### config.mk
export PLATFORM = sky130hd
export DESIGN_NAME = ecc_sram_guard
export DESIGN_NICKNAME = d
export VERILOG_FILES = /design/src/rtl/eccg_pkg.sv /design/src/rtl/eccg_wpath.sv /design/src/rtl/eccg_rpath.sv /design/src/rtl/eccg_regs.sv /design/src/rtl/ecc_sram_guard.sv
export SDC_FILE = /design/constraint.sdc
export NUM_CORES = 1
export LEC_CHECK = 0
export CAP_MARGIN = 20
export CORE_UTILIZATION = 42
export DETAILED_ROUTE_END_ITERATION = 7
export PLACE_DENSITY = 0.86
export SLEW_MARGIN = 10
export SYNTH_ARGS = -nofsm -noshare
export SYNTH_HDL_FRONTEND = slang
export SYNTH_SLANG_ARGS = --single-unit
### constraint.sdc
create_clock -name clk -period 2.15 [get_ports clk]
set_input_delay 0.215 -clock clk [delete_from_list [all_inputs] [get_ports clk]]
set_output_delay 0.215 -clock clk [all_outputs]
set_load 0.03 [all_outputs]
### src/rtl/eccg_pkg.sv
package eccg_pkg;

    localparam int DW    = 32;
    localparam int HW    = 6;
    localparam int WW    = 39;
    localparam int CFG_W = 16;

    typedef enum logic [1:0] {
        MODE_OFF   = 2'd0,
        MODE_QUIET = 2'd1,
        MODE_FLAG  = 2'd2,
        MODE_LOUD  = 2'd3
    } ecc_mode_e;

    typedef enum logic [2:0] {
        REG_KEY  = 3'd0,
        REG_CTRL = 3'd1,
        REG_INJ  = 3'd2,
        REG_STAT = 3'd3,
        REG_ADDR = 3'd4
    } reg_sel_e;

    typedef enum logic {
        LK_SHUT = 1'b0,
        LK_OPEN = 1'b1
    } lock_state_e;

    localparam logic [7:0] KEY_OPEN = 8'h77;
    localparam logic [7:0] KEY_SHUT = 8'h76;

    // Hamming position (3..38, skipping powers of two) of data bit idx
    function automatic logic [5:0] data_pos(input int idx);
        int cnt;
        logic [5:0] pos;
        cnt = 0;
        pos = '0;
        for (int q = 3; q < WW; q++) begin
            if ((q & (q - 1)) != 0) begin
                if (cnt == idx) pos = 6'(q);
                cnt++;
            end
        end
        return pos;
    endfunction

    // XOR of the positions of all set data bits
    function automatic logic [HW-1:0] pos_sum(input logic [DW-1:0] d);
        logic [HW-1:0] s;
        s = '0;
        for (int i = 0; i < DW; i++) begin
            if (d[i]) s = s ^ data_pos(i);
        end
        return s;
    endfunction

    function automatic logic [WW-1:0] encode(input logic [DW-1:0] d);
        logic [HW-1:0] c;
        c = pos_sum(d);
        return {^{d, c}, c, d};
    endfunction

endpackage

### src/rtl/eccg_wpath.sv
module eccg_wpath
    import eccg_pkg::*;
#(
    parameter int AW = 10
) (
    input  logic          bus_req,
    input  logic          bus_we,
    input  logic [AW-1:0] bus_addr,
    input  logic [DW-1:0] bus_wdata,
    input  logic          inj_en,
    input  logic          inj_hi,
    input  logic [4:0]    inj_bit,
    output logic          ram_en,
    output logic          ram_we,
    output logic [AW-1:0] ram_addr,
    output logic [WW-1:0] ram_wdata
);

    localparam logic [4:0] HI_SPAN = 5'(WW - DW);

    logic [WW-1:0] flip;

    always_comb begin
        flip = '0;
        if (inj_en) begin
            if (!inj_hi) begin
                flip[inj_bit] = 1'b1;
            end else if (inj_bit < HI_SPAN) begin
                flip[6'(inj_bit) + 6'(DW)] = 1'b1;
            end
        end
    end

    assign ram_en    = bus_req;
    assign ram_we    = bus_we;
    assign ram_addr  = bus_addr;
    assign ram_wdata = encode(bus_wdata) ^ flip;

endmodule

### src/rtl/eccg_rpath.sv
module eccg_rpath
    import eccg_pkg::*;
#(
    parameter int AW = 10
) (
    input  logic          clk,
    input  logic          rst_n,
    input  logic          rd_issue,
    input  logic [AW-1:0] rd_issue_addr,
    input  logic          ram_rvalid,
    input  logic [WW-1:0] ram_rdata,
    input  ecc_mode_e     mode,
    input  logic          route_rst,
    output logic          rd_valid,
    output logic [DW-1:0] rd_data,
    output logic          rd_err_fixed,
    output logic          rd_err_fatal,
    output logic          nmi_pulse,
    output logic          reset_req,
    output logic          set_single,
    output logic          set_double,
    output logic          cap_en,
    output logic [AW-1:0] cap_addr
);

    logic [AW-1:0] pend_q;
    logic [HW-1:0] syn;
    logic          odd;
    logic          one_err;
    logic          two_err;
    logic          chk_on;
    logic          evt;
    logic [DW-1:0] fixd;
    logic [DW-1:0] dout;

    assign syn     = ram_rdata[WW-2:DW] ^ pos_sum(ram_rdata[DW-1:0]);
    assign odd     = ^ram_rdata;
    assign one_err = odd && (syn <= 6'(WW - 1));
    assign two_err = (!odd && syn != '0) || (odd && syn > 6'(WW - 1));
    assign chk_on  = (mode != MODE_OFF);

    for (genvar gi = 0; gi < DW; gi++) begin : g_fix
        localparam logic [5:0] POS = data_pos(gi);
        assign fixd[gi] = ram_rdata[gi] ^ (syn == POS);
    end

    assign dout       = (!chk_on || two_err) ? ram_rdata[DW-1:0] : fixd;
    assign set_single = ram_rvalid && one_err && (mode == MODE_FLAG || mode == MODE_LOUD);
    assign set_double = ram_rvalid && two_err && chk_on;
    assign evt        = set_double || (ram_rvalid && one_err && mode == MODE_LOUD);
    assign cap_en     = ram_rvalid && chk_on && (one_err || two_err);
    assign cap_addr   = pend_q;

    always_ff @(posedge clk or negedge rst_n) begin
        if (!rst_n) begin
            pend_q       <= '0;
            rd_valid     <= 1'b0;
            rd_data      <= '0;
            rd_err_fixed <= 1'b0;
            rd_err_fatal <= 1'b0;
            nmi_pulse    <= 1'b0;
            reset_req    <= 1'b0;
        end else begin
            if (rd_issue) pend_q <= rd_issue_addr;
            rd_valid     <= ram_rvalid;
            rd_err_fixed <= ram_rvalid && chk_on && one_err;
            rd_err_fatal <= ram_rvalid && chk_on && two_err;
            nmi_pulse    <= evt && !route_rst;
            reset_req    <= evt && route_rst;
            if (ram_rvalid) rd_data <= dout;
        end
    end

endmodule

### src/rtl/eccg_regs.sv
module eccg_regs
    import eccg_pkg::*;
#(
    parameter int AW = 10
) (
    input  logic             clk,
    input  logic             rst_n,
    input  logic             cfg_we,
    input  logic [2:0]       cfg_sel,
    input  logic [7:0]       cfg_wdata,
    input  logic             set_single,
    input  logic             set_double,
    input  logic             cap_en,
    input  logic [AW-1:0]    cap_addr,
    output logic [CFG_W-1:0] cfg_rdata,
    output ecc_mode_e        mode,
    output logic             route_rst,
    output logic             inj_en,
    output logic             inj_hi,
    output logic [4:0]       inj_bit,
    output logic             lock_open
);

    lock_state_e   lk_q, lk_d;
    reg_sel_e      sel;
    logic          key_wr;
    logic          wr_ok;
    logic          flag1_q, flag2_q;
    logic [AW-1:0] addr_q;

    assign sel       = reg_sel_e'(cfg_sel);
    assign key_wr    = cfg_we && sel == REG_KEY;
    assign lock_open = (lk_q == LK_OPEN);
    assign wr_ok     = cfg_we && lock_open;

    // lock machine: next state
    always_comb begin
        lk_d = lk_q;
        unique case (lk_q)
            LK_SHUT: if (key_wr && cfg_wdata == KEY_OPEN) lk_d = LK_OPEN;
            LK_OPEN: if (key_wr && cfg_wdata == KEY_SHUT) lk_d = LK_SHUT;
        endcase
    end

    // lock machine: state register
    always_ff @(posedge clk or negedge rst_n) begin
        if (!rst_n) lk_q <= LK_SHUT;
        else        lk_q <= lk_d;
    end

    always_ff @(posedge clk or negedge rst_n) begin
        if (!rst_n) begin
            mode      <= MODE_OFF;
            route_rst <= 1'b0;
            inj_en    <= 1'b0;
            inj_hi    <= 1'b0;
            inj_bit   <= '0;
            flag1_q   <= 1'b0;
            flag2_q   <= 1'b0;
            addr_q    <= '0;
        end else begin
            if (wr_ok && sel == REG_CTRL) begin
                mode      <= ecc_mode_e'(cfg_wdata[1:0]);
                route_rst <= cfg_wdata[2];
            end
            if (wr_ok && sel == REG_INJ) begin
                inj_en  <= cfg_wdata[0];
                inj_hi  <= cfg_wdata[1];
                inj_bit <= cfg_wdata[6:2];
            end
            flag1_q <= set_single || (flag1_q && !(cfg_we && sel == REG_STAT && cfg_wdata[0]));
            flag2_q <= set_double || (flag2_q && !(cfg_we && sel == REG_STAT && cfg_wdata[1]));
            if (cap_en) addr_q <= cap_addr;
        end
    end

    // register readback
    always_comb begin
        cfg_rdata = '0;
        unique case (sel)
            REG_KEY:  cfg_rdata[0]    = lock_open;
            REG_CTRL: cfg_rdata[2:0]  = {route_rst, mode};
            REG_INJ:  cfg_rdata[6:0]  = {inj_bit, inj_hi, inj_en};
            REG_STAT: cfg_rdata[1:0]  = {flag2_q, flag1_q};
            REG_ADDR: cfg_rdata[AW-1:0] = addr_q;
            default:  cfg_rdata = '0;
        endcase
    end

endmodule

### src/rtl/ecc_sram_guard.sv
module ecc_sram_guard
    import eccg_pkg::*;
#(
    parameter int AW = 10
) (
    input  logic             clk,
    input  logic             rst_n,
    input  logic             bus_req,
    input  logic             bus_we,
    input  logic [AW-1:0]    bus_addr,
    input  logic [31:0]      bus_wdata,
    output logic             rd_valid,
    output logic [31:0]      rd_data,
    output logic             rd_err_fixed,
    output logic             rd_err_fatal,
    output logic             ram_en,
    output logic             ram_we,
    output logic [AW-1:0]    ram_addr,
    output logic [38:0]      ram_wdata,
    input  logic             ram_rvalid,
    input  logic [38:0]      ram_rdata,
    input  logic             cfg_we,
    input  logic [2:0]       cfg_sel,
    input  logic [7:0]       cfg_wdata,
    output logic [15:0]      cfg_rdata,
    output logic             nmi_pulse,
    output logic             reset_req
);

    ecc_mode_e     mode_w;
    logic          route_w;
    logic          inj_en_w, inj_hi_w;
    logic [4:0]    inj_bit_w;
    logic          lock_open;
    logic          set_single, set_double, cap_en;
    logic [AW-1:0] cap_addr;

    eccg_wpath #(.AW(AW)) u_wpath (
        .bus_req   (bus_req),
        .bus_we    (bus_we),
        .bus_addr  (bus_addr),
        .bus_wdata (bus_wdata),
        .inj_en    (inj_en_w),
        .inj_hi    (inj_hi_w),
        .inj_bit   (inj_bit_w),
        .ram_en    (ram_en),
        .ram_we    (ram_we),
        .ram_addr  (ram_addr),
        .ram_wdata (ram_wdata)
    );

    eccg_rpath #(.AW(AW)) u_rpath (
        .clk           (clk),
        .rst_n         (rst_n),
        .rd_issue      (bus_req && !bus_we),
        .rd_issue_addr (bus_addr),
        .ram_rvalid    (ram_rvalid),
        .ram_rdata     (ram_rdata),
        .mode          (mode_w),
        .route_rst     (route_w),
        .rd_valid      (rd_valid),
        .rd_data       (rd_data),
        .rd_err_fixed  (rd_err_fixed),
        .rd_err_fatal  (rd_err_fatal),
        .nmi_pulse     (nmi_pulse),
        .reset_req     (reset_req),
        .set_single    (set_single),
        .set_double    (set_double),
        .cap_en        (cap_en),
        .cap_addr      (cap_addr)
    );

    eccg_regs #(.AW(AW)) u_regs (
        .clk        (clk),
        .rst_n      (rst_n),
        .cfg_we     (cfg_we),
        .cfg_sel    (cfg_sel),
        .cfg_wdata  (cfg_wdata),
        .set_single (set_single),
        .set_double (set_double),
        .cap_en     (cap_en),
        .cap_addr   (cap_addr),
        .cfg_rdata  (cfg_rdata),
        .mode       (mode_w),
        .route_rst  (route_w),
        .inj_en     (inj_en_w),
        .inj_hi     (inj_hi_w),
        .inj_bit    (inj_bit_w),
        .lock_open  (lock_open)
    );

endmodule

==> impl_metrics.ini, run 1 <==
[cells_and_area]
drive_gt1_share_pct = 58.6
instances_no_fill = 1181
antenna_cells = 0
area_growth_pct = 103
final_core_util_pct = 87.6
n_fill_cell = 529
layout.nets = 1098

[place]
place.gp.congestion = 0.965
dp_hpwl_mm = 15.5
port_buffers = 195
dp_cells = 1083

[worst_setup_path]
r2r_slack_ps = 20
critical_path.top_delay_family = XOR/XNOR gates
worstRegToRegCells = 7
cpPeakStageDelay_ps = 490
cp_slowest_cell = xnor3_1
path_cells = buf_6 -> xnor3_1 -> xnor3_2 -> xnor3_1 -> xnor3_2 -> buf_6 -> or2_4 -> o21ai_1 -> a31oi_1
end_kind = flop
required_ps = 2360
path_buf_inv = 2
r2r-end = u_rpath.rd_data[14]$_DFFE_PN0P_
r2r-start = u_regs.mode[0]$_DFFE_PN0P_
crit_type = in2reg
start_kind = primary input
crit_path_max_fanout = 9
cp.arrival_ps = 3060

[worst_hold_path]
holdPathEnd = u_rpath.rd_valid$_DFF_PN0_
min_from = ram_rvalid
hp-class = in2reg
hold_depth = 1

[route]
drt-pass1-iter-count = 7
wl_per_cell_microns = 28.5
viasPerCell = 6.37
vias = 7519
wirelength_mm = 33.7
postRouteAntennaNets = 0
drcViolationCount = 0
drtIter0Drc = 922

[synthesis]
yosysWarningCount = 0
seq_area_frac_synth_pct = 30.6
syn_avg_cell_area_sq_um = 9.61
synth_seq_cells = 70
ys.flop_type = dfrtp_1
netlist_area_sq_um = 5720
syn_inst = 595
synth_enable_flop_cells = 0
synth.distinct_cells = 52
postSynth.asyncResetShare_pct = 100

[sta]
fin_crit_sh_pct = 132
tightest_slew_ps = 725
period_needed_ps = 2850
slew_violations = 0
skew_ps = 8.84
finalHoldViolCount = 0
fin_setup_tns_ps = -27740
fmax_mhz = 351
setup_slack_ps = -698
setup-violations-final = 72
whs_ps = 100
rsz0062_at_grt = true
max_slew_margin_pct = 51.3

[grt]
met3_usage_pct = 8.88
antenna_found_initial = 0
grt_max_degree = 52
met1_usage_pct = 40.4
grt_first_pass_wirelength_mm = 41.4
grt.total_usage_pct = 38.9
grt_pass1_vias = 7421
grt.met2_usage_pct = 70.0
grt_busiest_layer = met2
grt-ovfl-total = 0

[power]
p_leak_nw = 5.14
power_mw = 12.6
vdd_drop_max_mv = 0.790
power_density_nw_per_um2 = 1080

[outcome]
violations = setup timing
status = finished with violations

[die]
die_h_microns = 119
core.rowCount = 42
dieArea_sq_um = 14100
die_w_microns = 119
initial_utilization_pct = 43.2
core_sq_um = 13200
ioPinCount = 202

[cts]
cts_buffers = 9
clkSinkCount = 70
clock_latency_ps = 360
cts_buffer_depth = 2
htree_levels = 3
cts_tree = done
cts-root-buf = clkbuf_16
clk_pin_slew_ps = 70

[run]
cap_violations = 0
[cell families (layout without fill, tap and decap cells)]
logic type	count (synthesis)	in the layout	synth area share, %
compound gates	81	83	10.1
xor+xnor	171	171	30.4
buf+inv	51	451	4.79
flops	70	70	30.6
mux	33	33	6.70
other cells	1	6	0.0656
simple gates	188	191	17.3
[worst max-delay path by stage]
stage / startpoint / to / slack [ps] / cells past startpoint
detailed placement: ram_rdata[25] / u_rpath.rd_data[6]$_DFFE_PN0P_ / -1320 / 10
CTS: ram_rdata[31] / u_rpath.rd_data[28]$_DFFE_PN0P_ / -550 / 8
global placement: ram_rdata[23] / u_rpath.rd_data[3]$_DFFE_PN0P_ / -1180 / 10
global route: ram_rdata[28] / u_rpath.rd_data[28]$_DFFE_PN0P_ / -800 / 8
finish: ram_rdata[28] / u_rpath.rd_data[14]$_DFFE_PN0P_ / -700 / 9
floorplan: ram_rdata[27] / u_rpath.rd_data[28]$_DFFE_PN0P_ / -660 / 9
[area by class of cell]
cell class,count,area [sq um],share of cell area (%)
Timing Repair Buffer,431,3760,32.4
Inverter,4,15.0,0.129
Clock buffer,9,225,1.94
Sequential cell,70,1760,15.2
Tap cell,176,220,1.90
Multi-Input combinational cell,484,5550,47.8
Clock inverter,7,71.3,0.615
[cells in the final DEF (no fill, tap or decap), types with 12 or more instances in the layout]
cell type	count
a31oi_1	18
buf_2	18
buf_4	219
buf_6	65
clkbuf_2	20
clkdlybuf4s50_1	75
dfrtp_1	64
mux2_2	22
nand2_1	21
nor2_1	43
o21ai_0	12
xnor2_1	36
xnor2_2	50
xnor2_4	30
xor2_1	21
[metrics by stage]
step | setup slack, ps | instance area (sq um)
CTS | -552 | 10500
floorplan | -656 | 5860
detailed placement | -1320 | 8870
finish | -698 | 11600
global route | -797 | 11600
global placement | -1180 | 8870
[cell usage after synthesis (4+ instances only)]
| master | n | area share, % |
|---|---|---|
| xnor3_1 | 14 | 5.5 |
| or2_2 | 6 | 0.66 |
| nand2b_1 | 13 | 1.4 |
| o21ai_0 | 14 | 1.2 |
| o31a_1 | 4 | 0.61 |
| buf_4 | 18 | 2.4 |
| nand3_1 | 10 | 0.88 |
| o31ai_1 | 9 | 1.2 |
| a22oi_1 | 6 | 0.79 |
| nor3b_1 | 8 | 1.1 |
| xor2_1 | 39 | 6.0 |
| nand4_1 | 11 | 1.2 |
| nor3_1 | 7 | 0.61 |
| o41ai_1 | 5 | 0.77 |
| or4_1 | 11 | 1.4 |
| nand2_1 | 25 | 1.6 |
| dfrtp_1 | 70 | 31 |
| or3_1 | 12 | 1.3 |
| nor2b_1 | 7 | 0.77 |
| nor2_1 | 59 | 3.9 |
| xnor2_1 | 114 | 17 |
| and3_1 | 6 | 0.66 |
| inv_1 | 4 | 0.26 |
| o311ai_0 | 5 | 0.77 |
| nand3b_1 | 5 | 0.66 |
| mux2_2 | 32 | 6.3 |
| a31oi_1 | 26 | 2.8 |
| clkbuf_1 | 26 | 1.7 |
[flip-flops by register name, indices dropped and copies added (netlist names)]
signal                cells
u_regs.flag1_q            1
u_regs.route_rst          1
u_regs.inj_hi             1
u_rpath.rd_err_fixed      1
u_regs.mode               2
u_regs.addr_q            10
u_regs.inj_en             1
u_regs.lock_open          1
u_regs.inj_bit            5
u_rpath.reset_req         1
u_rpath.rd_valid          1
u_regs.flag2_q            1
u_rpath.nmi_pulse         1
u_rpath.rd_err_fatal      1
u_rpath.rd_data          32
u_rpath.cap_addr         10
[layer usage]
layer	up-vias	share of wire (%)	routed length, microns
met3	292	11	3820
met4	0	9.6	3230
met5	-	0	0
met2	756	48	16200
met1	3581	31	10400
li1	2890	-	-
[repair_timing]
| item | 4_1_cts | 5_1_grt |
|---|---|---|
| pin swaps | 112 | 90 |
| cloned | 4 | 1 |
| endpoints found under the setup margin | 75 | 78 |
| hold buffers | 1 | 0 |
| gates resized for setup | 369 | 248 |
| setup buffers | 51 | 30 |
| hold endpoints to repair | 19 | 0 |
[power by group]
part	switching, mW	internal (mW)
sequential	0.0949	1.44
combinational	4.94	4.51
clock	0.751	0.826
total	5.78	6.78
Note: power is estimated with default switching activity, not from simulation.
==> run 2, diff against run 1 <==
CORE_UTILIZATION = 46   (was 42)
HOLD_SLACK_MARGIN = 0.06   (was not set)
PLACE_DENSITY = 0.9   (was 0.86)
clock period = 3 ns   (was 2.15 ns; I/O delays follow)
==> run 2 against run 1 <==
  * Utilization decreased by 11 points
  * The run still ends with setup timing left
  * Design area decreased by 20%
  * First-iteration DRC count decreased by 43%
  * Power decreased by 48%
  * Combinational power decreased by 54%
==> impl_metrics.ini, run 2 (same netlist as run 1, synthesis figures left out) <==
[outcome]
status = finished with violations
violations = setup timing

[die]
die_w_microns = 113
die_h_microns = 113
initial_utilization_pct = 47.4
ioPinCount = 202
dieArea_sq_um = 12900
core_sq_um = 12100
core.rowCount = 40

[grt]
grt_pass1_vias = 5887
grt.total_usage_pct = 30.2
met3_usage_pct = 5.47
grt-ovfl-total = 0
met1_usage_pct = 34.6
grt_first_pass_wirelength_mm = 29.9
grt_max_degree = 71
grt_busiest_layer = met2
antenna_found_initial = 0
grt.met2_usage_pct = 54.3

[sta]
rsz0062_at_grt = true
period_needed_ps = 3050
slew_violations = 0
whs_ps = 301
fin_setup_tns_ps = -57.2
skew_ps = 9.05
tightest_slew_ps = 948
finalHoldViolCount = 0
setup-violations-final = 2
fin_crit_sh_pct = 102
setup_slack_ps = -49.7
max_slew_margin_pct = 36.7
fmax_mhz = 328

[cells_and_area]
mostFrequentLayoutCells = clkdlybuf4s50_1, buf_4, xnor2_1
final_area_sq_um = 9240
instances_no_fill = 1042
mostFrequentLayoutCell = clkdlybuf4s50_1
largest_reg_flops = 32
area_growth_pct = 61.6
final_core_util_pct = 76.6
layout.nets = 967
regMostFlops = u_rpath.rd_data
antenna_cells = 0
drive_gt1_share_pct = 26.3

[route]
wl_per_cell_microns = 19.4
wirelength_mm = 20.3
postRouteAntennaNets = 0
drcViolationCount = 0
viasPerCell = 5.69
drt-pass1-iter-count = 5
vias = 5925
drtIter0Drc = 523

[cts]
cts_tree = done
cts_buffer_depth = 2
htree_levels = 3
clkSinkCount = 70
cts_buffers = 9
clock_latency_ps = 340
clk_pin_slew_ps = 70
cts-root-buf = clkbuf_16

[worst_setup_path]
start_kind = primary input
cpPeakStageDelay_ps = 530
crit_top_cell = buf_4
path_cells = clkdlybuf4s50_1 -> buf_4 -> xnor3_1 -> xor2_2 -> xor3_2 -> a311o_2 -> buf_4 -> or4_1 -> a31oi_1
cp.arrival_ps = 3290
worstRegToRegCells = 6
cp_slowest_cell = clkdlybuf4s50_1
end_kind = flop
crit_type = in2reg
crit_path_max_fanout = 5
required_ps = 3240

[place]
place.gp.congestion = 0.935
dp_cells = 1007
port_buffers = 195
dpl_cell_area_sq_um = 8320
dp_hpwl_mm = 14.7

[worst_hold_path]
hp-class = in2reg
hold_depth = 3

[run]
cap_violations = 0

[power]
vdd_drop_max_mv = 0.730
power_density_nw_per_um2 = 705
p_leak_nw = 3.95
## run 2: cell type report
class,instances,area [sq um]
Fill cell,739,2820
Inverter,4,15.0
Clock buffer,9,225
Tap cell,168,210
Timing Repair Buffer,304,2800
Sequential cell,70,1750
Multi-Input combinational cell,480,4180
Clock inverter,7,63.8
## run 2: final timing paths
path / to / slack, ps / startpoint
setup / recovery: u_rpath.rd_data[29]$_DFFE_PN0P_ / -50 / ram_rdata[19]
hold / removal: u_rpath.rd_data[15]$_DFFE_PN0P_ / 300 / ram_rdata[15]
setup reg to reg: u_rpath.rd_data[9]$_DFFE_PN0P_ / 1030 / u_regs.mode[0]$_DFFE_PN0P_
hold reg to reg: u_rpath.cap_addr[2]$_DFFE_PN0P_ / 510 / u_rpath.cap_addr[2]$_DFFE_PN0P_
max in group asynchronous: u_regs.inj_bit[3]$_DFFE_PN0P_ / 2170 / rst_n
min in group asynchronous: u_rpath.rd_data[24]$_DFFE_PN0P_ / 510 / rst_n
## run 2: metrics by stage
step                      setup slack [ps]  power, mW
after floorplan                       6.35       3.08
after global placement                -542       4.50
after detailed placement              -637       4.62
after CTS                             2.27       6.13
after global routing                 -89.0       6.74
final                                -49.7       6.52
## run 2: critical path, delay by kind of cell
kind	cells	cell delay, ps
AO/OA/AOI/OAI	2	660
XOR/XNOR	3	960
buffers and inverters	3	850
AND/OR/NAND/NOR	1	520
## run 2: report_power, final
part | switching (mW) | internal [mW] | leakage [nW]
logic | 2.33 | 2.03 | 2.95
clock network | 0.486 | 0.579 | 0.136
registers | 0.0580 | 1.03 | 0.864
total | 2.88 | 3.64 | 3.95
## run 2: repair_timing
action | CTS | global route
endpoints found under the hold margin | 70 | 0
hold buffers | 1 | 0
cloned | 1 | 0
buffers inserted | 12 | 5
pin swaps | 24 | 30
setup endpoints to repair | 49 | 44
gates resized for setup | 40 | 63
## run 2: metal layers
layer / up-vias / routed length, microns
met2: 396 / 10300
met4: 0 / 1010
met3: 99 / 1580
met5: - / 0
met1: 2817 / 7370
li1: 2613 / -
